===== config.mk =====
export PLATFORM = sky130hd
export DESIGN_NAME = dual_fmt_audio_rx
export DESIGN_NICKNAME = d
export VERILOG_FILES = /design/src/rtl/dfar_pkg.sv /design/src/rtl/dfar_bit_front.sv /design/src/rtl/dfar_shift.sv /design/src/rtl/dfar_frame_fsm.sv /design/src/rtl/dual_fmt_audio_rx.sv
export SDC_FILE = /design/constraint.sdc
export NUM_CORES = 1
export LEC_CHECK = 0
export BUFFER_PORTS_ARGS = -buffer_cell sky130_fd_sc_hd__buf_2
export CAP_MARGIN = 25
export CORE_ASPECT_RATIO = 0.75
export CORE_MARGIN = 1.5
export CORE_UTILIZATION = 35
export CTS_CLUSTER_DIAMETER = 30
export CTS_CLUSTER_SIZE = 8
export DETAILED_ROUTE_END_ITERATION = 10
export GPL_ROUTABILITY_DRIVEN = 0
export GPL_TIMING_DRIVEN = 0
export PLACE_DENSITY_LB_ADDON = 0.2
export SYNTH_ARGS = -nofsm -noshare
export SYNTH_HDL_FRONTEND = slang
export SYNTH_HIERARCHICAL = 1
export SYNTH_SLANG_ARGS = --single-unit

===== constraint.sdc =====
create_clock -name clk -period 5.26 [get_ports clk]
set_input_delay 1.052 -clock clk [delete_from_list [all_inputs] [get_ports clk]]
set_output_delay 1.052 -clock clk [all_outputs]
set_load 0.02 [all_outputs]

===== src/rtl/dfar_pkg.sv =====
package dfar_pkg;
    typedef enum logic [1:0] {
        ST_SYNC,
        ST_STREAM,
        ST_COLLECT,
        ST_DONE
    } rx_state_t;
endpackage


===== src/rtl/dfar_bit_front.sv =====
module dfar_bit_front (
    input  logic clk,
    input  logic rst_n,
    input  logic bck_i,
    input  logic lrck_i,
    output logic stb_o,
    output logic chg_o,
    output logic lr_now_o,
    output logic lr_last_o
);
    logic bck_q;
    logic lr_last_q;
    logic seen_q;

    // a rising bit-clock edge is seen one system clock after it happens
    assign stb_o     = bck_i && !bck_q;
    assign lr_now_o  = lrck_i;
    assign lr_last_o = lr_last_q;
    assign chg_o     = stb_o && seen_q && (lrck_i != lr_last_q);

    always_ff @(posedge clk) begin
        if (!rst_n) begin
            bck_q     <= 1'b0;
            lr_last_q <= 1'b0;
            seen_q    <= 1'b0;
        end else begin
            bck_q <= bck_i;
            if (stb_o) begin
                lr_last_q <= lrck_i;
                seen_q    <= 1'b1;
            end
        end
    end

    // two edges can never be detected back to back
    p_stb_gap_r2: assert property (@(posedge clk) disable iff (!rst_n)
        stb_o |=> !stb_o);
endmodule


===== src/rtl/dfar_shift.sv =====
module dfar_shift #(
    parameter int LONG_W = 18
) (
    input  logic              clk,
    input  logic              rst_n,
    input  logic              stb_i,
    input  logic              bit_i,
    output logic [LONG_W-1:0] sr_q_o,
    output logic [LONG_W-1:0] sr_nx_o
);
    logic [LONG_W-1:0] sr_q;

    assign sr_nx_o = {sr_q[LONG_W-2:0], bit_i};
    assign sr_q_o  = sr_q;

    always_ff @(posedge clk) begin
        if (!rst_n) begin
            sr_q <= '0;
        end else if (stb_i) begin
            sr_q <= sr_nx_o;
        end
    end
endmodule


===== src/rtl/dfar_frame_fsm.sv =====
module dfar_frame_fsm
    import dfar_pkg::*;
#(
    parameter int SHORT_W = 16,
    parameter int LONG_W  = 18
) (
    input  logic              clk,
    input  logic              rst_n,
    input  logic              stb_i,
    input  logic              chg_i,
    input  logic              lr_now_i,
    input  logic              lr_last_i,
    input  logic [LONG_W-1:0] sr_q_i,
    input  logic [LONG_W-1:0] sr_nx_i,
    input  logic              hw_mode_i,
    input  logic              fmt_i2s_i,
    input  logic              len18_i,
    output logic [LONG_W-1:0] left_o,
    output logic [LONG_W-1:0] right_o,
    output logic              valid_o
);
    localparam int CNT_W = $clog2(LONG_W + 1);
    localparam int PAD_W = LONG_W - SHORT_W;
    localparam logic [CNT_W-1:0] LEN_S = CNT_W'(SHORT_W);
    localparam logic [CNT_W-1:0] LEN_L = CNT_W'(LONG_W);

    rx_state_t         state_q, state_d;
    logic [CNT_W-1:0]  cnt_q, cnt_d, cnt_inc, word_len;
    logic              use_i2s, use_long;
    logic              cap, cap_left;
    logic [LONG_W-1:0] raw, scaled, left_hold;
    logic              have_left;

    // hardware mode overrides both register bits
    assign use_i2s  = !hw_mode_i && fmt_i2s_i;
    assign use_long = use_i2s && len18_i;
    assign word_len = use_long ? LEN_L : LEN_S;
    assign cnt_inc  = cnt_q + 1'b1;
    assign scaled   = use_long ? raw : (raw << PAD_W);

    // state register
    always_ff @(posedge clk) begin
        if (!rst_n) begin
            state_q <= ST_SYNC;
            cnt_q   <= '0;
        end else begin
            state_q <= state_d;
            cnt_q   <= cnt_d;
        end
    end

    // next state and capture decision
    always_comb begin
        state_d  = state_q;
        cnt_d    = cnt_q;
        cap      = 1'b0;
        cap_left = 1'b0;
        raw      = '0;
        if (stb_i) begin
            unique case (state_q)
                ST_SYNC: begin
                    if (chg_i) begin
                        state_d = use_i2s ? ST_COLLECT : ST_STREAM;
                        cnt_d   = '0;
                    end
                end
                ST_STREAM: begin
                    if (chg_i) begin
                        cap      = 1'b1;
                        raw      = sr_q_i;
                        cap_left = lr_last_i;
                    end
                end
                ST_COLLECT: begin
                    if (chg_i) begin
                        cnt_d = '0;
                    end else begin
                        cnt_d = cnt_inc;
                        if (cnt_inc == word_len) begin
                            cap      = 1'b1;
                            raw      = sr_nx_i;
                            cap_left = !lr_now_i;
                            state_d  = ST_DONE;
                        end
                    end
                end
                ST_DONE: begin
                    if (chg_i) begin
                        state_d = ST_COLLECT;
                        cnt_d   = '0;
                    end
                end
                default: state_d = ST_SYNC;
            endcase
        end
    end

    // outputs: pair left with the following right word
    always_ff @(posedge clk) begin
        if (!rst_n) begin
            left_o    <= '0;
            right_o   <= '0;
            valid_o   <= 1'b0;
            left_hold <= '0;
            have_left <= 1'b0;
        end else begin
            valid_o <= 1'b0;
            if (cap) begin
                if (cap_left) begin
                    left_hold <= scaled;
                    have_left <= 1'b1;
                end else if (have_left) begin
                    left_o    <= left_hold;
                    right_o   <= scaled;
                    valid_o   <= 1'b1;
                    have_left <= 1'b0;
                end
            end
        end
    end

    p_pulse_len_r8: assert property (@(posedge clk) disable iff (!rst_n)
        valid_o |=> !valid_o);

    p_valid_after_edge_r8: assert property (@(posedge clk) disable iff (!rst_n)
        valid_o |-> $past(stb_i));

    p_hold_outputs_r8: assert property (@(posedge clk) disable iff (!rst_n)
        !valid_o |-> ($stable(left_o) && $stable(right_o)));

    p_hw_stream_r6: assert property (@(posedge clk) disable iff (!rst_n)
        (hw_mode_i && state_q == ST_SYNC && chg_i) |=> (state_q == ST_STREAM));

    p_cnt_bound_r4: assert property (@(posedge clk) disable iff (!rst_n)
        cnt_q <= LEN_L);
endmodule


===== src/rtl/dual_fmt_audio_rx.sv =====
module dual_fmt_audio_rx #(
    parameter int SHORT_W = 16,
    parameter int LONG_W  = 18
) (
    input  logic              clk,
    input  logic              rst_n,
    input  logic              bck_i,
    input  logic              lrck_i,
    input  logic              sdata_i,
    input  logic              hw_mode_i,
    input  logic              fmt_i2s_i,
    input  logic              len18_i,
    output logic [LONG_W-1:0] left_o,
    output logic [LONG_W-1:0] right_o,
    output logic              valid_o
);
    logic              stb, chg, lr_now, lr_last;
    logic [LONG_W-1:0] sr_q, sr_nx;

    dfar_bit_front u_front (
        .clk       (clk),
        .rst_n     (rst_n),
        .bck_i     (bck_i),
        .lrck_i    (lrck_i),
        .stb_o     (stb),
        .chg_o     (chg),
        .lr_now_o  (lr_now),
        .lr_last_o (lr_last)
    );

    dfar_shift #(.LONG_W(LONG_W)) u_shift (
        .clk     (clk),
        .rst_n   (rst_n),
        .stb_i   (stb),
        .bit_i   (sdata_i),
        .sr_q_o  (sr_q),
        .sr_nx_o (sr_nx)
    );

    dfar_frame_fsm #(.SHORT_W(SHORT_W), .LONG_W(LONG_W)) u_fsm (
        .clk       (clk),
        .rst_n     (rst_n),
        .stb_i     (stb),
        .chg_i     (chg),
        .lr_now_i  (lr_now),
        .lr_last_i (lr_last),
        .sr_q_i    (sr_q),
        .sr_nx_i   (sr_nx),
        .hw_mode_i (hw_mode_i),
        .fmt_i2s_i (fmt_i2s_i),
        .len18_i   (len18_i),
        .left_o    (left_o),
        .right_o   (right_o),
        .valid_o   (valid_o)
    );
endmodule


==> run metrics, run 1 <==
Arrival @ worst endpoint 3.63 ns; Residual DRC 0; Post-CTS Setup Bufs 0; initial antenna violation count 0; Detailed Place HPWL 7770 um; Core Area 11,700 sq um; DRT iter0 DRCs 270; fin util 42.1%; Post-synth EDFFs 0; Synth Flop Type dfxtp_1; Hold WC Path Type reg2reg; Inst Count DP 708; Syn. warnings 6; Clock Root Buffer clkbuf_16; design area 4910 sq um; vias per inst 5.10; Max Fclk 296 MHz; Top cell by count, worst path nor2_1; Syn Std Cell Area 4220 sq um; Yosys top cell area share 39.9%; Die W 130 um; Initial Util 36.2%; hold buffer count at cts 0; row cnt 34; largest net degree at the start of global routing 17; post-synthesis cell count 502; leading cell type by number of instances after synthesis nand2_1; pin slew with the least headroom to its limit 0.770 ns; ANT nets after route 0; Final Skew 0.00367 ns; Post-Place Worst Slack 1.57 ns; crit-path max FO 10; FFs w/ async S/R, synth 0%; Placed Instance Area 4640 sq um; IO buf count 44; Startpoint Class input port; Via Count 3,690; Post-synth top cells nand2_1, dfxtp_1, a21oi_1, nor2_1, mux2i_1; largest area contributor in the netlist dfxtp_1; fin crit share 64.1%; VDD IR-drop max 138 uV; post-route insts no fill 724; Fin. Hold Viols 0; Final nets 570; Ports 45; drt total wl 10,600 um; CP max stage delay 0.72 ns; WP data required 5.51 ns; number of setup violations in the final report 0; CP Depth 8; Max Transition Viols Final 0; Buf/Inv on CP 2; CP delay by family, top simple AND/OR/NAND/NOR gates; nature of the critical path endpoint flip-flop; GRT Overall Usage 17.4%; sequential-to-total area share from yosys stat 39.9%; Reg clk slew, reported paths 0.06 ns; layout cells sized above 1 18.7%; Worst R2R Path Depth 8; insertion delay to the later sink of the worst-skew pair 0.34 ns; n_diodes 0; Syn Nets 515; top post-synthesis cells by area dfxtp_1, nand2_1, mux2i_1; Yosys cell types 48; critical path class in2reg; slew margin rel. 48.5%; CP Cell Sequence buf_2 -> nor2b_4 -> and3_1 -> nand4_1 -> nor2_1 -> clkbuf_1 -> nor2_1 -> a221oi_2; area grow syn2layout 16.4%; crit path time final 3.37 ns; CP max-delay cell nor2_1; pwr/cell area 264 nW/um^2; FF+latch count, synth 84; Worst Setup Slack, final 1.89 ns; Hold Path Stages 2; clock sinks 84; Leak Pwr 0.00178 uW; status finished, final reports clean; RSZ-0062 raised after global routing false; post-CTS sizing 0; max-cap violation count 0; Clock Path Buffers 2; WL/cell 14.6 um; first-pass GRT wire length 17,300 um; post-synthesis area per instance 8.40 sq um; CTS tree done; total grt overflow 0; Setup TNS Final 0 ns; number of global-route vias before repair 3,398; Die H 98.1 um; drt first pass iters 5; Die Footprint 12,700 sq um; Num CTS Buffers 9; H-tree Lvls 3
stage by stage:
| step | hold WS (ns) | total power [uW] |
|---|---|---|
| final | 0.451 | 1290 |
| after floorplan | 0.433 | 703 |
| after global placement | 0.441 | 720 |
| after global routing | 0.485 | 1340 |
| after detailed placement | 0.444 | 722 |
| after CTS | 0.454 | 1310 |
worst register-to-register path: stages, from the launching register on:
cell and delay [ns]:
dfxtp_1 0.39, inv_1 0.10, ha_1 0.29, clkbuf_1 0.23
nand4_1 0.38, nor2_1 0.72, clkbuf_1 0.46, nor2_1 0.12
a221oi_2 0.24
cells by family after synthesis:
group | after synthesis | synth area share, %
xor+xnor | 3 | 0.801
flops | 84 | 39.9
mux | 40 | 9.50
buf+inv | 59 | 8.46
simple gates | 206 | 21.6
compound gates | 105 | 18.3
fa+ha+maj | 5 | 1.48
cells in the final DEF, fill, tap and decap left out, types with 3 or more instances in the layout:
cell type	instances
nand2_1	110
dfxtp_1	84
a21oi_1	51
nor2_1	49
buf_2	46
mux2i_1	40
a221oi_1	26
clkbuf_1	24
buf_4	23
nor2b_1	23
a221oi_2	10
clkbuf_16	9
ha_1	5
and3_1	4
inv_1	4
buf_6	4
clkinv_4	3
clkinv_2	3
nand3_1	3
state kept, by name, indices dropped and copies added (netlist names):
register,cells
u_fsm/valid_o,1
u_front/seen_q,1
u_fsm/state_q,2
u_fsm/have_left,1
u_fsm/left_o,18
u_fsm/cnt_q,5
u_front/bck_q,1
u_fsm/right_o,18
u_front/lr_last_o,1
u_fsm/left_hold,18
u_shift/sr_q_o,18
layer usage:
layer  vias up  part of all wire, %  track usage, %
li1       1838                    -               -
met1      1751                   51            25.1
met2        92                   42            25.4
met3         9                  5.3            4.38
met4         0                 0.95            4.87
met5         -                    0               0
where the power goes:
group | internal [uW] | total (uW) | switching (uW)
clock | 320 | 586 | 266
combinational | 23.5 | 66.4 | 42.9
sequential | 639 | 642 | 2.89
total | 983 | 1290 | 312
cell type report:
cell class | count | area (sq um)
Clock buffer | 10 | 229
Tap cell | 162 | 203
Multi-Input combinational cell | 359 | 2180
Buffer | 54 | 338
Inverter | 5 | 18.8
Clock inverter | 6 | 41.3
Fill cell | 1200 | 6750
Timing Repair Buffer | 44 | 220
Sequential cell | 84 | 1680
worst paths after layout:
check                    from  slack [ns]                 end
max                     bck_i        1.89  u_fsm/left_hold[4]
min          u_fsm/left_o[13]        0.45    u_fsm/left_o[13]
max reg2reg  u_fsm/state_q[0]        2.24  u_fsm/left_hold[4]
min reg2reg  u_fsm/left_o[13]        0.45    u_fsm/left_o[13]
Note: power is estimated with default switching activity, not from simulation.
==> run 2: changes to the inputs <==
==> constraint.sdc (replaced) <==
create_clock -name clk -period 2.8 [get_ports clk]
set_input_delay 0.56 -clock clk [delete_from_list [all_inputs] [get_ports clk]]
set_output_delay 0.56 -clock clk [all_outputs]
set_load 0.02 [all_outputs]
==> run 2 against run 1 <==
Net effect: combinational power rose by 88%; count of clock-buffer cells in the layout did not move; worst hold slack barely moved; die area did not move; first-iteration DRC count rose by 9.6%; sequential share of layout area fell by 0.11 points; total power rose by 88%; critical endpoint unchanged.
==> run metrics, run 2 (same netlist as run 1, synthesis figures left out) <==
status finished, final reports clean (unchanged); VDD IR-drop max 258 uV (was 138 uV); Reg clk slew, reported paths 0.06 ns (about the same); largest net degree at the start of global routing 17 (unchanged); Hold Path Stages 2 (unchanged); Final nets 569 (was 570); max-cap violation count 0 (unchanged); Clock Path Buffers 2 (unchanged); Worst Setup Slack, final 0.193 ns (was 1.89 ns); layout cells sized above 1 19.6% (was 18.7%); total grt overflow 0 (unchanged); DRT iter0 DRCs 296 (was 270); GRT Overall Usage 17.3% (was 17.4%); Final Skew 0.00427 ns (was 0.00367 ns); Die H 98.1 um (unchanged); WP data required 3.05 ns (was 5.51 ns); Core Area 11,700 sq um (unchanged); slew margin rel. 59.7% (was 48.5%); row cnt 34 (unchanged); Num CTS Buffers 9 (unchanged); hold_sp u_fsm/left_o[13] (unchanged); Initial Util 36.2% (unchanged); IO buf count 44 (unchanged); drt first pass iters 5 (unchanged); Arrival @ worst endpoint 2.86 ns (was 3.63 ns); Die Footprint 12,700 sq um (unchanged); post-route insts no fill 723 (was 724); drt total wl 10,600 um (about the same); Post-CTS Setup Bufs 0 (unchanged); CTS tree done (unchanged); Via Count 3,713 (was 3,690); Leak Pwr 0.00178 uW (about the same); Setup TNS Final 0 ns (unchanged); n_diodes 0 (unchanged); Max Fclk 384 MHz; first-pass GRT wire length 17,300 um (about the same); pwr/cell area 494 nW/um^2 (was 264 nW/um^2); crit-path max FO 10 (unchanged); Die W 130 um (unchanged); most common cell after layout, fill and taps aside nand2_1 (unchanged); Hold Path Sink u_fsm/left_o[13] (unchanged); Inst Count DP 708 (unchanged); Max Transition Viols Final 0 (unchanged); pin slew with the least headroom to its limit 0.604 ns (was 0.770 ns); fin crit share 93.1%; area grow syn2layout 16.8% (was 16.4%); Pwr Total 2430 uW (was 1290 uW); ANT nets after route 0 (unchanged); number of setup violations in the final report 0 (unchanged); critical path class reg2reg (was in2reg); initial antenna violation count 0 (unchanged); vias per inst 5.14 (was 5.10); Post-Place Worst Slack -0.401 ns (was 1.57 ns); fin util 42.3% (was 42.1%); Clock Root Buffer clkbuf_16 (unchanged); nature of the critical path endpoint flip-flop (unchanged); r2r endpoint u_fsm/left_hold[4] (unchanged); reg2reg start u_fsm/state_q[0] (unchanged); number of global-route vias before repair 3,401 (was 3,398); Worst R2R Path Depth 8 (unchanged); Fin. Hold Viols 0 (unchanged); WL/cell 14.7 um (was 14.6 um); Ports 45 (unchanged); crit path time final 2.61 ns; Startpoint Class flip-flop (was input port); Residual DRC 0 (unchanged); most frequent cells in the layout nand2_1, dfxtp_1, a21oi_1 (unchanged); Detailed Place HPWL 7770 um (unchanged); r2r setup slk 0.19 ns (was 2.24 ns); RSZ-0062 raised after global routing true (was false); insertion delay to the later sink of the worst-skew pair 0.34 ns (about the same); H-tree Lvls 3 (unchanged); Hold WC Path Type reg2reg (unchanged); clock sinks 84 (unchanged)
[run 2: cell types whose count changed in the layout (fill, tap and decap cells not counted), sizes merged]
cell    before  now
clkbuf      33   32
[run 2: worst max-delay path, cell delays in order (launching register included)]
cell and delay [ns]:
dfxtp_1 0.39, inv_1 0.10, ha_1 0.29, clkbuf_1 0.24
nand4_1 0.45, nor2_4 0.41, clkbuf_2 0.32, nor2_1 0.09
a221oi_2 0.23
[run 2: repair_timing]
action,CTS,global route
resized for setup,2,5
setup endpoints to repair,11,39
hold buffers,0,0
[run 2: how the worst max path moves through the flow]
stage,end,slack [ns],depth (start not counted),start
floorplan,u_fsm/left_hold[0],0.41,7,bck_i
global placement,u_fsm/left_hold[2],-0.35,8,bck_i
detailed placement,u_fsm/left_hold[4],-0.40,8,bck_i
CTS,u_fsm/left_hold[4],0.07,8,u_fsm/state_q[0]
global route,u_fsm/right_o[9],-0.02,8,u_fsm/state_q[0]
finish,u_fsm/left_hold[4],0.19,8,u_fsm/state_q[0]
[run 2: where the power goes]
group	internal, uW	leakage [uW]	switching [uW]
combinational	44.2	0.000966	81.1
clock	601	0.000136	501
sequential	1200	0.000677	5.47
total	1850	0.00178	587
[run 2: layout make-up]
| type | count | area, sq um |
|---|---|---|
| buffer | 53 | 335 |
| inverter | 5 | 18.8 |
| tap | 162 | 203 |
| sequential | 84 | 1680 |
| fill | 1203 | 6730 |
| timing repair buffer | 44 | 220 |
| clock buffer | 10 | 229 |
| multi-input combinational | 359 | 2200 |
| clock inverter | 6 | 41.3 |
[run 2: per-stage QoR]
| stage | cell area [sq um] | hold slack, ns |
|---|---|---|
| finish | 4930 | 0.451 |
| global route | 4930 | 0.443 |
| CTS | 4920 | 0.445 |
| detailed placement | 4640 | 0.444 |
| global placement | 4640 | 0.441 |
| floorplan | 4220 | 0.433 |
[run 2: per-layer routing]
metal	part of all wire (%)	wire length (um)	track usage, %
met3	5.4	572	4.38
met5	0	0	0
met4	0.93	99	4.87
met2	42	4470	25.5
met1	52	5480	25.1
